==> config.mk <==
export PLATFORM = sky130hd
export DESIGN_NAME = bcd_rtc
export DESIGN_NICKNAME = d
export VERILOG_FILES = /design/src/rtl/bcd_rtc.sv
export SDC_FILE = /design/constraint.sdc
export NUM_CORES = 1
export LEC_CHECK = 0
export BUFFER_PORTS_ARGS = -buffer_cell sky130_fd_sc_hd__buf_2
export CAP_MARGIN = 20
export CORE_UTILIZATION = 45
export DETAILED_ROUTE_END_ITERATION = 16
export PLACE_DENSITY = 0.69
export SYNTH_ARGS = -nofsm -noshare
export SYNTH_HDL_FRONTEND = slang
export SYNTH_SLANG_ARGS = --single-unit
==> constraint.sdc <==
create_clock -name clk -period 4.1 [get_ports clk]
set_clock_uncertainty 0.15 [all_clocks]
set_input_delay 0.41 -clock clk [delete_from_list [all_inputs] [get_ports clk]]
set_output_delay 0.41 -clock clk [all_outputs]
set_load 0.02 [all_outputs]
==> src/rtl/bcd_rtc.sv <==
module bcd_rtc (
  input  logic       clk,
  input  logic       rst_n,
  input  logic       tick_100hz,
  input  logic       tick_2048,
  input  logic [3:0] addr,
  input  logic [7:0] wdata,
  input  logic       wr_en,
  input  logic       rd_en,
  output logic [7:0] rdata,
  output logic       sqw,
  output logic       sqw_oe
);

  logic [7:0] i_hs, e_hs, i_yr, e_yr;
  logic [6:0] i_sc, e_sc, i_mn, e_mn, i_hr, e_hr;
  logic [2:0] i_dy, e_dy;
  logic [5:0] i_dt, e_dt;
  logic [4:0] i_mo, e_mo;
  logic       osc_n, sqw_n, te, sq;

  logic [7:0] n_hs, n_yr, hs_inc, yr_inc;
  logic [6:0] n_sc, n_mn, n_hr, sc_inc, mn_inc, hr_nx;
  logic [5:0] n_dt, dt_inc, hr24_inc, dim;
  logic [4:0] n_mo, mo_inc, hr12_inc;
  logic [2:0] n_dy;
  logic       run, roll, c_sc, c_mn, c_hr, c_dt, c_mo, hr_wrap, leap;
  logic [7:0] rv;

  assign run  = tick_100hz & ~osc_n;
  assign roll = (i_hs == 8'h99);

  assign hs_inc   = (i_hs[3:0] == 4'h9) ? {i_hs[7:4] + 4'd1, 4'h0} : i_hs + 8'd1;
  assign sc_inc   = (i_sc[3:0] == 4'h9) ? {i_sc[6:4] + 3'd1, 4'h0} : i_sc + 7'd1;
  assign mn_inc   = (i_mn[3:0] == 4'h9) ? {i_mn[6:4] + 3'd1, 4'h0} : i_mn + 7'd1;
  assign hr24_inc = (i_hr[3:0] == 4'h9) ? {i_hr[5:4] + 2'd1, 4'h0} : i_hr[5:0] + 6'd1;
  assign hr12_inc = (i_hr[3:0] == 4'h9) ? {i_hr[4] + 1'b1, 4'h0} : i_hr[4:0] + 5'd1;
  assign dt_inc   = (i_dt[3:0] == 4'h9) ? {i_dt[5:4] + 2'd1, 4'h0} : i_dt + 6'd1;
  assign mo_inc   = (i_mo[3:0] == 4'h9) ? {i_mo[4] + 1'b1, 4'h0} : i_mo + 5'd1;
  assign yr_inc   = (i_yr[3:0] == 4'h9) ? {i_yr[7:4] + 4'd1, 4'h0} : i_yr + 8'd1;

  always_comb begin
    hr_wrap = 1'b0;
    if (i_hr[6]) begin
      if (i_hr[4:0] == 5'h12) begin
        hr_nx = {i_hr[6:5], 5'h01};
      end else if (i_hr[4:0] == 5'h11) begin
        hr_nx   = {1'b1, ~i_hr[5], 5'h12};
        hr_wrap = i_hr[5];
      end else begin
        hr_nx = {i_hr[6:5], hr12_inc};
      end
    end else if (i_hr[5:0] == 6'h23) begin
      hr_nx   = 7'h00;
      hr_wrap = 1'b1;
    end else begin
      hr_nx = {1'b0, hr24_inc};
    end
  end

  assign leap = i_yr[4] ? (i_yr[3:0] == 4'h2 || i_yr[3:0] == 4'h6)
                        : (i_yr[3:0] == 4'h0 || i_yr[3:0] == 4'h4 || i_yr[3:0] == 4'h8);

  always_comb begin
    case (i_mo)
      5'h02:                      dim = leap ? 6'h29 : 6'h28;
      5'h04, 5'h06, 5'h09, 5'h11: dim = 6'h30;
      default:                    dim = 6'h31;
    endcase
  end

  assign c_sc = roll & (i_sc == 7'h59);
  assign c_mn = c_sc & (i_mn == 7'h59);
  assign c_hr = c_mn & hr_wrap;
  assign c_dt = c_hr & (i_dt == dim);
  assign c_mo = c_dt & (i_mo == 5'h12);

  assign n_hs = roll ? 8'h00 : hs_inc;
  assign n_sc = roll ? ((i_sc == 7'h59) ? 7'h00 : sc_inc) : i_sc;
  assign n_mn = c_sc ? ((i_mn == 7'h59) ? 7'h00 : mn_inc) : i_mn;
  assign n_hr = c_mn ? hr_nx : i_hr;
  assign n_dy = c_hr ? ((i_dy == 3'd7) ? 3'd1 : i_dy + 3'd1) : i_dy;
  assign n_dt = c_hr ? ((i_dt == dim) ? 6'h01 : dt_inc) : i_dt;
  assign n_mo = c_dt ? ((i_mo == 5'h12) ? 5'h01 : mo_inc) : i_mo;
  assign n_yr = c_mo ? ((i_yr == 8'h99) ? 8'h00 : yr_inc) : i_yr;

  always_ff @(posedge clk) begin
    if (!rst_n) begin
      i_hs <= 8'h00; i_sc <= 7'h00; i_mn <= 7'h00; i_hr <= 7'h00;
      i_dy <= 3'd1;  i_dt <= 6'h01; i_mo <= 5'h01; i_yr <= 8'h00;
      e_hs <= 8'h00; e_sc <= 7'h00; e_mn <= 7'h00; e_hr <= 7'h00;
      e_dy <= 3'd1;  e_dt <= 6'h01; e_mo <= 5'h01; e_yr <= 8'h00;
      osc_n <= 1'b1; sqw_n <= 1'b1; te <= 1'b1; sq <= 1'b0;
    end else begin
      if (tick_2048 && !osc_n) sq <= ~sq;
      if (run) begin
        i_hs <= n_hs; i_sc <= n_sc; i_mn <= n_mn; i_hr <= n_hr;
        i_dy <= n_dy; i_dt <= n_dt; i_mo <= n_mo; i_yr <= n_yr;
        if (te) begin
          e_hs <= n_hs;
          if (roll) begin
            e_sc <= n_sc; e_mn <= n_mn; e_hr <= n_hr; e_dy <= n_dy;
            e_dt <= n_dt; e_mo <= n_mo; e_yr <= n_yr;
          end
        end
      end
      if (wr_en) begin
        case (addr)
          4'h0: begin i_hs <= wdata;      e_hs <= wdata;      end
          4'h1: begin i_sc <= wdata[6:0]; e_sc <= wdata[6:0]; end
          4'h2: begin i_mn <= wdata[6:0]; e_mn <= wdata[6:0]; end
          4'h3: begin i_hr <= wdata[6:0]; e_hr <= wdata[6:0]; end
          4'h4: begin i_dy <= wdata[2:0]; e_dy <= wdata[2:0]; end
          4'h5: begin i_dt <= wdata[5:0]; e_dt <= wdata[5:0]; end
          4'h6: begin
            i_mo <= wdata[4:0]; e_mo <= wdata[4:0];
            osc_n <= wdata[7];  sqw_n <= wdata[6];
          end
          4'h7: begin i_yr <= wdata;      e_yr <= wdata;      end
          4'hB: te <= wdata[7];
          default: ;
        endcase
      end
    end
  end

  always_comb begin
    case (addr)
      4'h0:    rv = e_hs;
      4'h1:    rv = {1'b0, e_sc};
      4'h2:    rv = {1'b0, e_mn};
      4'h3:    rv = {1'b0, e_hr};
      4'h4:    rv = {5'b0, e_dy};
      4'h5:    rv = {2'b0, e_dt};
      4'h6:    rv = {osc_n, sqw_n, 1'b0, e_mo};
      4'h7:    rv = e_yr;
      4'hB:    rv = {te, 7'b0};
      default: rv = 8'h00;
    endcase
  end

  assign rdata  = rd_en ? rv : 8'h00;
  assign sqw    = sq;
  assign sqw_oe = ~sqw_n;

endmodule

Word level (Yosys, flattened, before mapping)
Cells that the tools add are included.
Widths: inputs -> output; s select.
{"block": "totals", "input_bits": 18, "word_cells": 189, "out_inout_bits": 10, "regBits": 106}
{"block": "classes", "eq_ne": 34, "addsub": 17, "bitwise_logic": 10, "reduce_logical": 10, "mux": 98}
{"op": "$mux 7", "count": 32}
{"op": "$mux 8", "count": 21}
{"op": "$mux 6", "count": 15}
{"op": "$pmux 8 s9", "count": 1}
{"op": "$mux 5", "count": 12}
{"op": "$eq 4x4->1 const B", "count": 9}
{"op": "$mux 3", "count": 10}
{"op": "$eq 4x3->1 const B", "count": 6}
{"op": "$eq 5x5->1 const B", "count": 4}
{"op": "$add 8x1->8 const B", "count": 2}
{"op": "$eq 8x8->1 const B", "count": 2}
{"op": "$add 7x1->7 const B", "count": 2}
{"op": "$eq 7x7->1 const B", "count": 2}
{"op": "$add 6x1->6 const B", "count": 2}
{"op": "$eq 4x2->1 const B", "count": 3}
{"op": "$add 5x1->5 const B", "count": 2}
{"op": "$eq 5x3->1 const B", "count": 2}
{"op": "$pmux 5 s2", "count": 1}
{"op": "$add 3x1->3 const B", "count": 3}
{"op": "$add 4x1->4 const B", "count": 2}
{"op": "$logic_not 4->1", "count": 2}
{"op": "$and 1x1->1", "count": 6}
{"op": "$eq 6x6->1", "count": 1}
{"op": "$eq 6x6->1 const B", "count": 1}
{"op": "other kinds (13)", "count": 26}

Longest topological paths before layout
{"block": "logic_depth", "depth_word": 15, "depth_mapped": 13}

Least setup slack after synthesis
OpenSTA, ideal clock, no wires.
{"block": "synth_timing", "path_kind": "register to register", "from": "register i_mo[3]", "to": "register i_yr[6]", "path_buffers": 2, "period_less_slack_ns": 2.895, "t_required_ns": 3.876, "arrival_ns": 2.671, "setup_slack_ns": 1.205, "path_stages_with_launch": 10, "cell_sequence": "dfxtp_1 > buf_6 > or4b_4 > or4b_4 > a21oi_2 > and2_1 > buf_6 > nand4_4 > or4_1 > a31oi_1"}
{"block": "synth_between", "elab_chain_cells": 10, "elab_cells_between_ends": 15, "cone_classes": "7 x eq/ne; 5 x mux; 2 x bitwise; 1 x reduce/logical"}
{"item": "start: declaration", "line": "19", "text": "logic [4:0] i_mo, e_mo;"}
{"item": "start signal: assignment", "line": "98", "text": "i_dy <= n_dy; i_dt <= n_dt; i_mo <= n_mo; i_yr <= n_yr;"}
{"item": "start signal: assignment", "line": "116", "text": "i_mo <= wdata[4:0]; e_mo <= wdata[4:0];"}
{"item": "$eq 5x3->1 (tied with other cells)", "line": "65", "text": "case (i_mo)"}
{"item": "$reduce_or 4->1", "line": "65"}
{"item": "$pmux 5 s2", "line": "65"}
{"item": "$eq 6x6->1", "line": "75", "text": "assign c_dt = c_hr & (i_dt == dim);"}
{"item": "$and 1x1->1", "line": "75"}
{"item": "$and 1x1->1 *", "line": "76", "text": "assign c_mo = c_dt & (i_mo == 5'h12);"}
{"item": "$mux 8 *", "line": "85", "text": "assign n_yr = c_mo ? ((i_yr == 8'h99) ? 8'h00 : yr_inc) : i_yr;"}
{"item": "$mux 8 *", "line": "96", "text": "if (run) begin"}
{"item": "$mux 8", "line": "108", "text": "case (addr)"}
{"item": "$mux 8 *", "line": "107", "text": "if (wr_en) begin"}
{"item": "end signal: assignment", "line": "98"}
{"item": "end signal: assignment", "line": "119", "text": "4'h7: begin i_yr <= wdata; e_yr <= wdata; end"}
{"item": "end: declaration", "line": "15", "text": "logic [7:0] i_hs, e_hs, i_yr, e_yr;"}
Mark *: on every way between the ends. The rest lies on a longest branch, timed or not.
A chain may end at the register's enable or synchronous reset.

Worst setup path in the final report
{"block": "layout_timing", "from": "register i_mo[1]", "to": "register i_yr[5]"}
The elaborated chain is that of the path after synthesis.

==> metrics <==
outcome=completed; n_diodes=0; Worst slew margin=34.9%; number of I/O pins=28; Synth Area in XOR/XNOR=3.49%; number of flops mapped to enable cells by yosys=0; Cell Pwr Density=292 nW/um^2; Routed WL=21,300 microns; post-synth cell types=69; multiplexer share of the synthesized area=5.56%; P&R area growth vs syn=6.74%; CTS tree=yes; Max Used Layer=met5; port bufs=27; clock power share=41.4%; number of CTS-inserted buffers=9; total core area=15,200 sq um; Post-Synth Adder-Cell Area=3.56%; post-detailed-route DRC marker count=0; most used flip-flop cell after synthesis=dfxtp_1; fraction of layout cells with a size suffix above 1=8.38%; Syn Area/Cell=7.45 sq um; crit path from=i_mo[1]; GR Overflow Total=0; post-CTS resize count=0; Vias/cell=6.33; Post-Layout Cell Count=1,107; crit path time final=3.34 ns; HP Start=wdata[7]; CP max stage delay=0.54 ns; Max VDD drop=230 uV; wire length on met2=9570 microns; met3 routed WL=1680 microns; family with the most delay on the worst path=simple AND/OR/NAND/NOR gates; Die Span X=127 microns; cell mode on critical path=or4b_4; antenna violations before repair=1; Combinational Power Share=9.0%; Via Count=7,003; Die H=127 microns; nets=952; CTS Hold Bufs=0; global placer's final weighted congestion=0.876; initial core utilization=46.2%; Final Util=49.3%; RSZ-0062 raised after global routing=false; ys async rst share=0%; Root Buffer=clkbuf_16; Post-CTS Setup Inserts=0; Yosys reg bits=106; CTS Sinks=106; DPL Wire Length=14,900 microns; total power=2.19 mW; number of global-route vias before repair=6,151; wire length on met1=9780 microns; crit-path max FO=11; Max-Cap Viols=0; clock buffer depth=2; Psw=0.577 mW; leakage=2.58 nW; clk slew on worst S/H paths=0.07 ns; Mapped Cells=942; DR pass1 iterations=5; simple-gate share of the synthesized area=25.4%; synthesis warning total=0; Int Pwr=1.61 mW; CP Cell Sequence=or4b_4 -> or4b_4 -> a21oi_2 -> nand3_2 -> nor2_1 -> a211oi_1 -> a311oi_1; sequential cell area fraction in the yosys report=30.2%; first-pass GRT wire length=33,800 microns; worst r2r src=i_mo[1]; H-tree depth=3; final hold vios=0; largest net degree at the start of global routing=59; mapped cell area=7020 sq um; largest family of logic cells by synthesized area=compound AO/OA/AOI/OAI gates; Detail Route Antenna Nets=0; Rows=45; multi-input logic area=4520 sq um; Worst Path Arrival=3.47 ns; Max Clock Freq=299 MHz; kind of critical path=flop to flop; GRT Total Usage=27.0%; CP Launch Type=flop; fillers=1,507; Critical Path RT=4.23 ns; Sum Neg Setup Slack=0 ns; Compound-Gate Fraction of Synth Area=26.3%; Slew Viols, Final=0; # setup viols final=0; Synth Net Count=980; Setup crit end kind=flop; Bufs and invs on worst path=0; WL/cell=19.2 microns; fin crit share=81.5%; area of the die=16,100 sq um; Tightest Pin Transition=0.973 ns; switching share of power=26.3%; Skew-Pair Late Insertion Delay=0.36 ns; Iter 0 DRT Violations=830; Hold Path Class=input pin to flop; power share of the sequential group=49.5%; slowest CP cell=nor2_1; Cells after DPL=1,091; flip-flop and latch area=2120 sq um
==> synthesized netlist by cell type (4+ instances only) <==
cell | number | area, sq um
mux2_2 | 6 | 67.6
nand2b_1 | 15 | 93.8
mux4_2 | 5 | 113
a21boi_0 | 5 | 37.5
o22ai_1 | 5 | 31.3
nand2_1 | 113 | 424
nor2b_1 | 12 | 75.1
a211oi_1 | 21 | 158
mux2i_1 | 21 | 210
and3_1 | 12 | 75.1
a21oi_1 | 84 | 420
clkbuf_1 | 66 | 248
nor3_1 | 29 | 145
o211a_1 | 4 | 40.0
o21ai_0 | 87 | 435
and3b_1 | 4 | 35.0
or4_1 | 4 | 30.0
inv_1 | 19 | 71.3
o211ai_1 | 21 | 158
a221oi_1 | 5 | 43.8
and4_1 | 4 | 35.0
nor4_1 | 4 | 25.0
dfxtp_1 | 106 | 2120
a311oi_1 | 5 | 43.8
ha_1 | 20 | 250
nand4_1 | 12 | 75.1
buf_1 | 8 | 30.0
a31oi_1 | 22 | 138
nor2_1 | 78 | 293
o21bai_1 | 5 | 37.5
nand3_1 | 37 | 185
nor3b_1 | 6 | 45.0
xnor2_1 | 25 | 219
and2_1 | 9 | 56.3
==> tightest hold or removal path: cells and delay by family <==
family | cells | cell delay (ns)
buffers and inverters | 1 | 0.14
and+or+nand+nor | 2 | 0.13
==> metal layers <==
layer  track usage [%]  vias to the layer above
li1                  -                     3379
met1              38.5                     3333
met2              42.1                      271
met3              4.85                       18
met4              6.30                        2
met5                 0                        -
==> final timing paths <==
| path | to | slack (ns) | cells after the start |
|---|---|---|---|
| worst min-delay path | osc_n | 0.21 | 3 |
| worst max register to register | i_yr[5] | 0.76 | 7 |
| worst min register to register | e_sc[5] | 0.34 | 2 |
| worst max-delay path | i_yr[5] | 0.76 | 7 |
==> layout make-up <==
type | count | share of cell area (%)
Clock buffer | 10 | 3.19
Tap cell | 188 | 3.14
Timing Repair Buffer | 39 | 3.17
Inverter | 20 | 1.00
Sequential cell | 106 | 28.3
Multi-Input combinational cell | 738 | 60.3
Clock inverter | 6 | 0.885
==> power groups by stage <==
stage                     clock (mW)  sequential [mW]  combinational (mW)
after floorplan                    0             1.09               0.146
after global placement             0             1.11               0.193
after detailed placement           0             1.11               0.194
after CTS                      0.921             1.08               0.195
after global routing           0.972             1.09               0.216
final                          0.907             1.09               0.198
==> sequential cells by signal, indices dropped and copies added, names as in the netlist, 7 cells and up <==
signal  flops
e_hs        8
e_yr        8
i_hs        8
i_yr        8
e_hr        7
e_mn        7
e_sc        7
i_hr        7
i_mn        7
i_sc        7
==> kinds of logic (layout without fill, tap and decap cells) <==
family,Yosys count,after routing
buf+inv,98,75
simple gates,359,359
xor+xnor,28,28
fa+ha+maj,20,20
compound gates,299,299
mux,32,32
flops,106,106
==> per-stage QoR <==
stage	hold slack [ns]	area, sq um	setup slack (ns)
global route	0.223	7490	0.453
finish	0.209	7490	0.757
CTS	0.198	7490	0.803
global placement	0.320	7190	0.884
floorplan	0.300	7020	1.21
detailed placement	0.327	7190	0.809
==> placed cells by master, fill, tap and decap left out, types with 6 or more instances in the layout <==
master,count
a211oi_1,21
a21oi_1,84
a31oi_1,22
and2_1,9
and3_1,12
buf_2,27
buf_4,11
clkbuf_16,9
dfxtp_1,106
ha_1,20
inv_1,19
mux2_2,6
mux2i_1,21
nand2_1,113
nand2b_1,15
nand3_1,37
nand4_1,12
nor2_1,77
nor2b_1,11
nor3_1,29
nor3b_1,6
o211ai_1,21
o21ai_0,87
xnor2_1,25
(Power assumes the default switching activity.)
